===== src/rtl/fte_pkg.sv =====
package fte_pkg;
    typedef enum logic [1:0] {
        ST_IDLE   = 2'd0,
        ST_TX_RUN = 2'd1,
        ST_RX_RUN = 2'd2
    } fte_state_e;
endpackage


===== src/rtl/fte_level_ctr.sv =====
module fte_level_ctr #(
    parameter int DEPTH = 16,
    localparam int LW = $clog2(DEPTH + 1)
) (
    input  logic          clk,
    input  logic          rst_n,
    input  logic          clr,
    input  logic          push,
    input  logic          pop,
    output logic          push_ok,
    output logic          pop_ok,
    output logic [LW-1:0] level
);
    logic [LW-1:0] level_q;

    always_comb begin
        push_ok = push && !clr && (level_q != LW'(DEPTH));
        pop_ok  = pop  && !clr && (level_q != '0);
    end

    always_ff @(posedge clk) begin
        if (!rst_n || clr) begin
            level_q <= '0;
        end else begin
            unique case ({push_ok, pop_ok})
                2'b10:   level_q <= level_q + LW'(1);
                2'b01:   level_q <= level_q - LW'(1);
                default: level_q <= level_q;
            endcase
        end
    end

    assign level = level_q;
endmodule


===== src/rtl/fte_xfer_fsm.sv =====
module fte_xfer_fsm
    import fte_pkg::*;
#(
    parameter int CNT_W = 16
) (
    input  logic             clk,
    input  logic             rst_n,
    input  logic             start,
    input  logic [CNT_W-1:0] len,
    input  logic             dir_rx,
    input  logic             tx_take,
    input  logic             rx_take,
    input  logic             rx_empty,
    output fte_state_e       state,
    output logic [CNT_W-1:0] remain
);
    fte_state_e       state_q, state_d;
    logic [CNT_W-1:0] remain_q, remain_d;
    logic             launch;

    assign launch = (state_q == ST_IDLE) && start && (len != '0);

    always_ff @(posedge clk) begin
        if (!rst_n) begin
            state_q  <= ST_IDLE;
            remain_q <= '0;
        end else begin
            state_q  <= state_d;
            remain_q <= remain_d;
        end
    end

    always_comb begin
        state_d  = state_q;
        remain_d = remain_q;
        unique case (state_q)
            ST_IDLE: begin
                if (launch) begin
                    state_d  = dir_rx ? ST_RX_RUN : ST_TX_RUN;
                    remain_d = len;
                end
            end
            ST_TX_RUN: begin
                if (remain_q == '0)
                    state_d = ST_IDLE;
                else if (tx_take)
                    remain_d = remain_q - CNT_W'(1);
            end
            ST_RX_RUN: begin
                if (remain_q == '0) begin
                    if (rx_empty)
                        state_d = ST_IDLE;
                end else if (rx_take) begin
                    remain_d = remain_q - CNT_W'(1);
                end
            end
            default: state_d = ST_IDLE;
        endcase
    end

    assign state  = state_q;
    assign remain = remain_q;
endmodule


===== src/rtl/fte_event_gen.sv =====
module fte_event_gen
    import fte_pkg::*;
#(
    parameter int CNT_W = 16,
    parameter int LW    = 5,
    localparam int XW   = CNT_W + 1
) (
    input  logic             clk,
    input  logic             rst_n,
    input  fte_state_e       state,
    input  logic [CNT_W-1:0] remain,
    input  logic [LW-1:0]    tx_level,
    input  logic [LW-1:0]    rx_level,
    input  logic [5:0]       tx_field,
    input  logic [5:0]       rx_field,
    output logic [3:0]       events
);
    logic [XW-1:0] rem_x, txl_x, rxl_x, thr_tx, thr_rx, need;
    logic [3:0]    cond, cond_q, ev_q;
    logic          tx_run, rx_run, tx_room, tx_owed;

    always_comb begin
        rem_x   = XW'(remain);
        txl_x   = XW'(tx_level);
        rxl_x   = XW'(rx_level);
        thr_tx  = XW'(tx_field) + XW'(1);
        thr_rx  = XW'(rx_field) + XW'(1);
        tx_run  = (state == ST_TX_RUN);
        rx_run  = (state == ST_RX_RUN);
        tx_room = txl_x < thr_tx;
        tx_owed = rem_x > txl_x;
        need    = tx_owed ? (rem_x - txl_x) : '0;
        cond[0] = tx_run && tx_room && tx_owed && (need >= thr_tx);
        cond[1] = tx_run && tx_room && tx_owed && (need <  thr_tx);
        cond[2] = rx_run && (rxl_x >= thr_rx);
        cond[3] = rx_run && (rem_x == '0) && (rxl_x != '0) && (rxl_x < thr_rx);
    end

    always_ff @(posedge clk) begin
        if (!rst_n) begin
            cond_q <= '0;
            ev_q   <= '0;
        end else begin
            cond_q <= cond;
            ev_q   <= cond & ~cond_q;
        end
    end

    assign events = ev_q;
endmodule


===== src/rtl/fifo_thresh_events.sv =====
module fifo_thresh_events
    import fte_pkg::*;
#(
    parameter int DEPTH = 16,
    parameter int CNT_W = 16,
    localparam int LW = $clog2(DEPTH + 1),
    localparam int DEPTH_CODE = $clog2(DEPTH) - 3
) (
    input  logic             clk,
    input  logic             rst_n,
    input  logic [15:0]      thresh_cfg,
    input  logic [CNT_W-1:0] xfer_len,
    input  logic             xfer_start,
    input  logic             dir_rx,
    input  logic             tx_push,
    input  logic             tx_pop,
    input  logic             rx_push,
    input  logic             rx_pop,
    input  logic             tx_clr,
    input  logic             rx_clr,
    output logic             tx_ready_ev,
    output logic             tx_drain_ev,
    output logic             rx_ready_ev,
    output logic             rx_drain_ev,
    output logic [LW-1:0]    tx_level,
    output logic [LW-1:0]    rx_level,
    output logic             xfer_busy,
    output logic [3:0]       depth_code
);
    fte_state_e       state;
    logic [CNT_W-1:0] remain;
    logic [3:0]       events;
    logic             tx_push_ok, tx_pop_ok, rx_push_ok, rx_pop_ok;

    fte_level_ctr #(.DEPTH(DEPTH)) u_tx_lvl (
        .clk(clk), .rst_n(rst_n), .clr(tx_clr), .push(tx_push), .pop(tx_pop),
        .push_ok(tx_push_ok), .pop_ok(tx_pop_ok), .level(tx_level)
    );

    fte_level_ctr #(.DEPTH(DEPTH)) u_rx_lvl (
        .clk(clk), .rst_n(rst_n), .clr(rx_clr), .push(rx_push), .pop(rx_pop),
        .push_ok(rx_push_ok), .pop_ok(rx_pop_ok), .level(rx_level)
    );

    fte_xfer_fsm #(.CNT_W(CNT_W)) u_fsm (
        .clk(clk), .rst_n(rst_n), .start(xfer_start), .len(xfer_len),
        .dir_rx(dir_rx), .tx_take(tx_pop_ok), .rx_take(rx_push_ok),
        .rx_empty(rx_level == '0), .state(state), .remain(remain)
    );

    fte_event_gen #(.CNT_W(CNT_W), .LW(LW)) u_evt (
        .clk(clk), .rst_n(rst_n), .state(state), .remain(remain),
        .tx_level(tx_level), .rx_level(rx_level),
        .tx_field(thresh_cfg[5:0]), .rx_field(thresh_cfg[13:8]),
        .events(events)
    );

    assign tx_ready_ev = events[0];
    assign tx_drain_ev = events[1];
    assign rx_ready_ev = events[2];
    assign rx_drain_ev = events[3];
    assign xfer_busy   = (state != ST_IDLE);
    assign depth_code  = 4'(DEPTH_CODE);
endmodule


===== config.mk =====
export PLATFORM = sky130hd
export DESIGN_NAME = fifo_thresh_events
export DESIGN_NICKNAME = d
export VERILOG_FILES = /design/src/rtl/fte_pkg.sv /design/src/rtl/fte_level_ctr.sv /design/src/rtl/fte_xfer_fsm.sv /design/src/rtl/fte_event_gen.sv /design/src/rtl/fifo_thresh_events.sv
export SDC_FILE = /design/constraint.sdc
export NUM_CORES = 1
export LEC_CHECK = 0
export CAP_MARGIN = 20
export CORE_MARGIN = 1
export CORE_UTILIZATION = 40
export CTS_BUF_LIST = sky130_fd_sc_hd__clkbuf_4 sky130_fd_sc_hd__clkbuf_8
export DETAILED_ROUTE_END_ITERATION = 12
export SYNTH_ARGS = -nofsm -noshare
export SYNTH_HDL_FRONTEND = slang
export SYNTH_HIERARCHICAL = 1
export SYNTH_SLANG_ARGS = --single-unit

===== constraint.sdc =====
create_clock -name clk -period 5.02 [get_ports clk]
set_clock_uncertainty 0.15 [all_clocks]
set_input_delay 0.502 -clock clk [delete_from_list [all_inputs] [get_ports clk]]
set_output_delay 0.502 -clock clk [all_outputs]
set_load 0.02 [all_outputs]

==> results.sh <==
export IMPL_coreArea_sq_um=8260
export IMPL_antenna_found_initial=0
export IMPL_period_share_pct=83.0
export IMPL_fin_util_pct=49.4
export IMPL_ctsLongestPathBuffers=2
export IMPL_maxSlewViolCount=0
export IMPL_cts_root_buffer="clkbuf_8"
export IMPL_finalNonFillerCells=580
export IMPL_cp_start_kind="flop"
export IMPL_powerDensity_nw_per_um2=525
export IMPL_rr_startpoint="u_tx_lvl/level[1]"
export IMPL_rr_worst_depth=14
export IMPL_hold_buffers=0
export IMPL_hpwlAfterDp_microns=6260
export IMPL_routed_wl_microns=8230
export IMPL_grt_util_all_layers_pct=19.8
export IMPL_hp_class="flop to flop"
export IMPL_diodes=0
export IMPL_cts_setup_buffers=0
export IMPL_clock_sinks=36
export IMPL_hold_viol=0
export IMPL_rsz0062_at_grt="no"
export IMPL_dp_cells=572
export IMPL_drc=0
export IMPL_numCtsBuffers=5
export IMPL_post_cts_resized=0
export IMPL_clk_latency_ps=290
export IMPL_max_slew_worst_pin_slew_ps=822
export IMPL_maxSlewHeadroom_pct=45.2
export IMPL_viasPerCell=5.54
export IMPL_min_from="u_evt/cond_q[2]"
export IMPL_place_congestion=0.873
export IMPL_peakVddDrop_v=0.000322
export IMPL_worst_setup_path_end_kind="flop"
export IMPL_place_ws_ps=881
export IMPL_h_tree_depth=2
export IMPL_dpl_instance_area_sq_um=3950
export IMPL_setup_viol=0
export IMPL_status="completed"
export IMPL_die_y_microns=94.6
export IMPL_die_area_sq_um=8950
export IMPL_netlist_instances=431
export IMPL_wire_per_inst_microns=14.2
export IMPL_tns_ps=0
export IMPL_grt_remaining_overflow=0
export IMPL_drt_iter0_markers=116
export IMPL_layout_commonest_cell="clkdlybuf4s50_1"
export IMPL_clk_pin_slew_ps=80
export IMPL_die_w_microns=94.6
export IMPL_hold_end="u_evt/events[2]"
export IMPL_holdWs_ps=234
export IMPL_portBuffers=52
export IMPL_pin_count=61
export IMPL_grt_pass1_wl_microns=14200
export IMPL_ant_nets=0
export IMPL_rows=33
export IMPL_start_util_pct=41.5
export IMPL_crit_fanout=9
export IMPL_syn2layout_area_growth_pct=18.8
export IMPL_hold_depth=1
export IMPL_p_leak_nw=1.64
export IMPL_dr_pass1_iters=4
export IMPL_arrival_ps=4200
export IMPL_final_nets=555
export IMPL_worstReg2RegEnd="u_evt/events[0]"
export IMPL_crit_type="flop to flop"
export IMPL_grt_pass1_vias=3020
export IMPL_setup_slack_ps=856
export IMPL_fin_crit_ps=4160
export IMPL_yosysWarnings=6
export IMPL_mostFrequentLayoutCells="clkdlybuf4s50_1 (52), nand2_1 (43), ha_1 (36), dfxtp_1 (36), nor2_1 (29)"
export IMPL_final_area_sq_um=4080
export IMPL_grt_max_degree=44
export IMPL_routed_via_count=3211
export IMPL_r2r_setup_slack_ps=860
export IMPL_power_total_mw=2.14
export IMPL_drv_cap=0
export IMPL_cp_required_ps=5060
export IMPL_cts_tree="yes"
export IMPL_synth_area_per_cell_sq_um=7.96
export IMPL_drive_gt1_share_pct=7.79
export IMPL_max_freq_mhz=240
export IMPL_syn_area_sq_um=3430
-- area by class of cell --
class / count / area, sq um
clock inverter: 1 / 30.0
timing repair buffer: 53 / 528
inverter: 26 / 97.6
tap: 105 / 131
sequential: 36 / 721
clock buffer: 7 / 96.3
fill: 819 / 4180
multi-input combinational: 352 / 2470
-- flip-flops by register name, indices dropped and copies added, names as in the netlist --
register,flops
u_evt/cond_q,4
u_evt/events,4
u_fsm/remain,16
u_fsm/state,2
u_rx_lvl/level,5
u_tx_lvl/level,5
-- where the power goes --
part	switching (mW)	internal (mW)
logic	0.779	0.590
clock network	0.113	0.175
registers	0.125	0.357
total	1.02	1.12
-- how the worst max path moves through the flow --
stage	end	slack [ps]	cells after the start	from
after CTS	u_evt/events[0]	860	14	u_tx_lvl/level[1]
after global routing	u_evt/events[0]	410	14	u_tx_lvl/level[1]
final	u_evt/events[0]	860	14	u_tx_lvl/level[1]
after detailed placement	u_evt/events[0]	880	14	u_tx_lvl/level[1]
after global placement	u_evt/events[0]	940	14	u_tx_lvl/level[1]
after floorplan	u_evt/events[0]	1230	13	u_tx_lvl/level[0]
-- layer usage --
| layer | global-route usage (%) | up-vias | routed length, microns |
|---|---|---|---|
| met4 | 4.17 | 0 | 58 |
| met2 | 34.1 | 59 | 3820 |
| met1 | 26.3 | 1490 | 4080 |
| met5 | 0 | - | 0 |
| met3 | 2.74 | 6 | 274 |
| li1 | - | 1656 | - |
-- critical path, cell delays in order (launching register included) --
cell and delay, ps:
dfxtp_1 480, inv_1 130, ha_1 340, nor2b_1 140
o21ai_1 380, nand3_1 130, a21boi_1 520, nor2_1 130
ha_1 360, a21oi_1 160, nand2_1 60, a211oi_1 220
o21ai_0 130, or4_4 520, o211a_1 220
(Power assumes the default switching activity.)
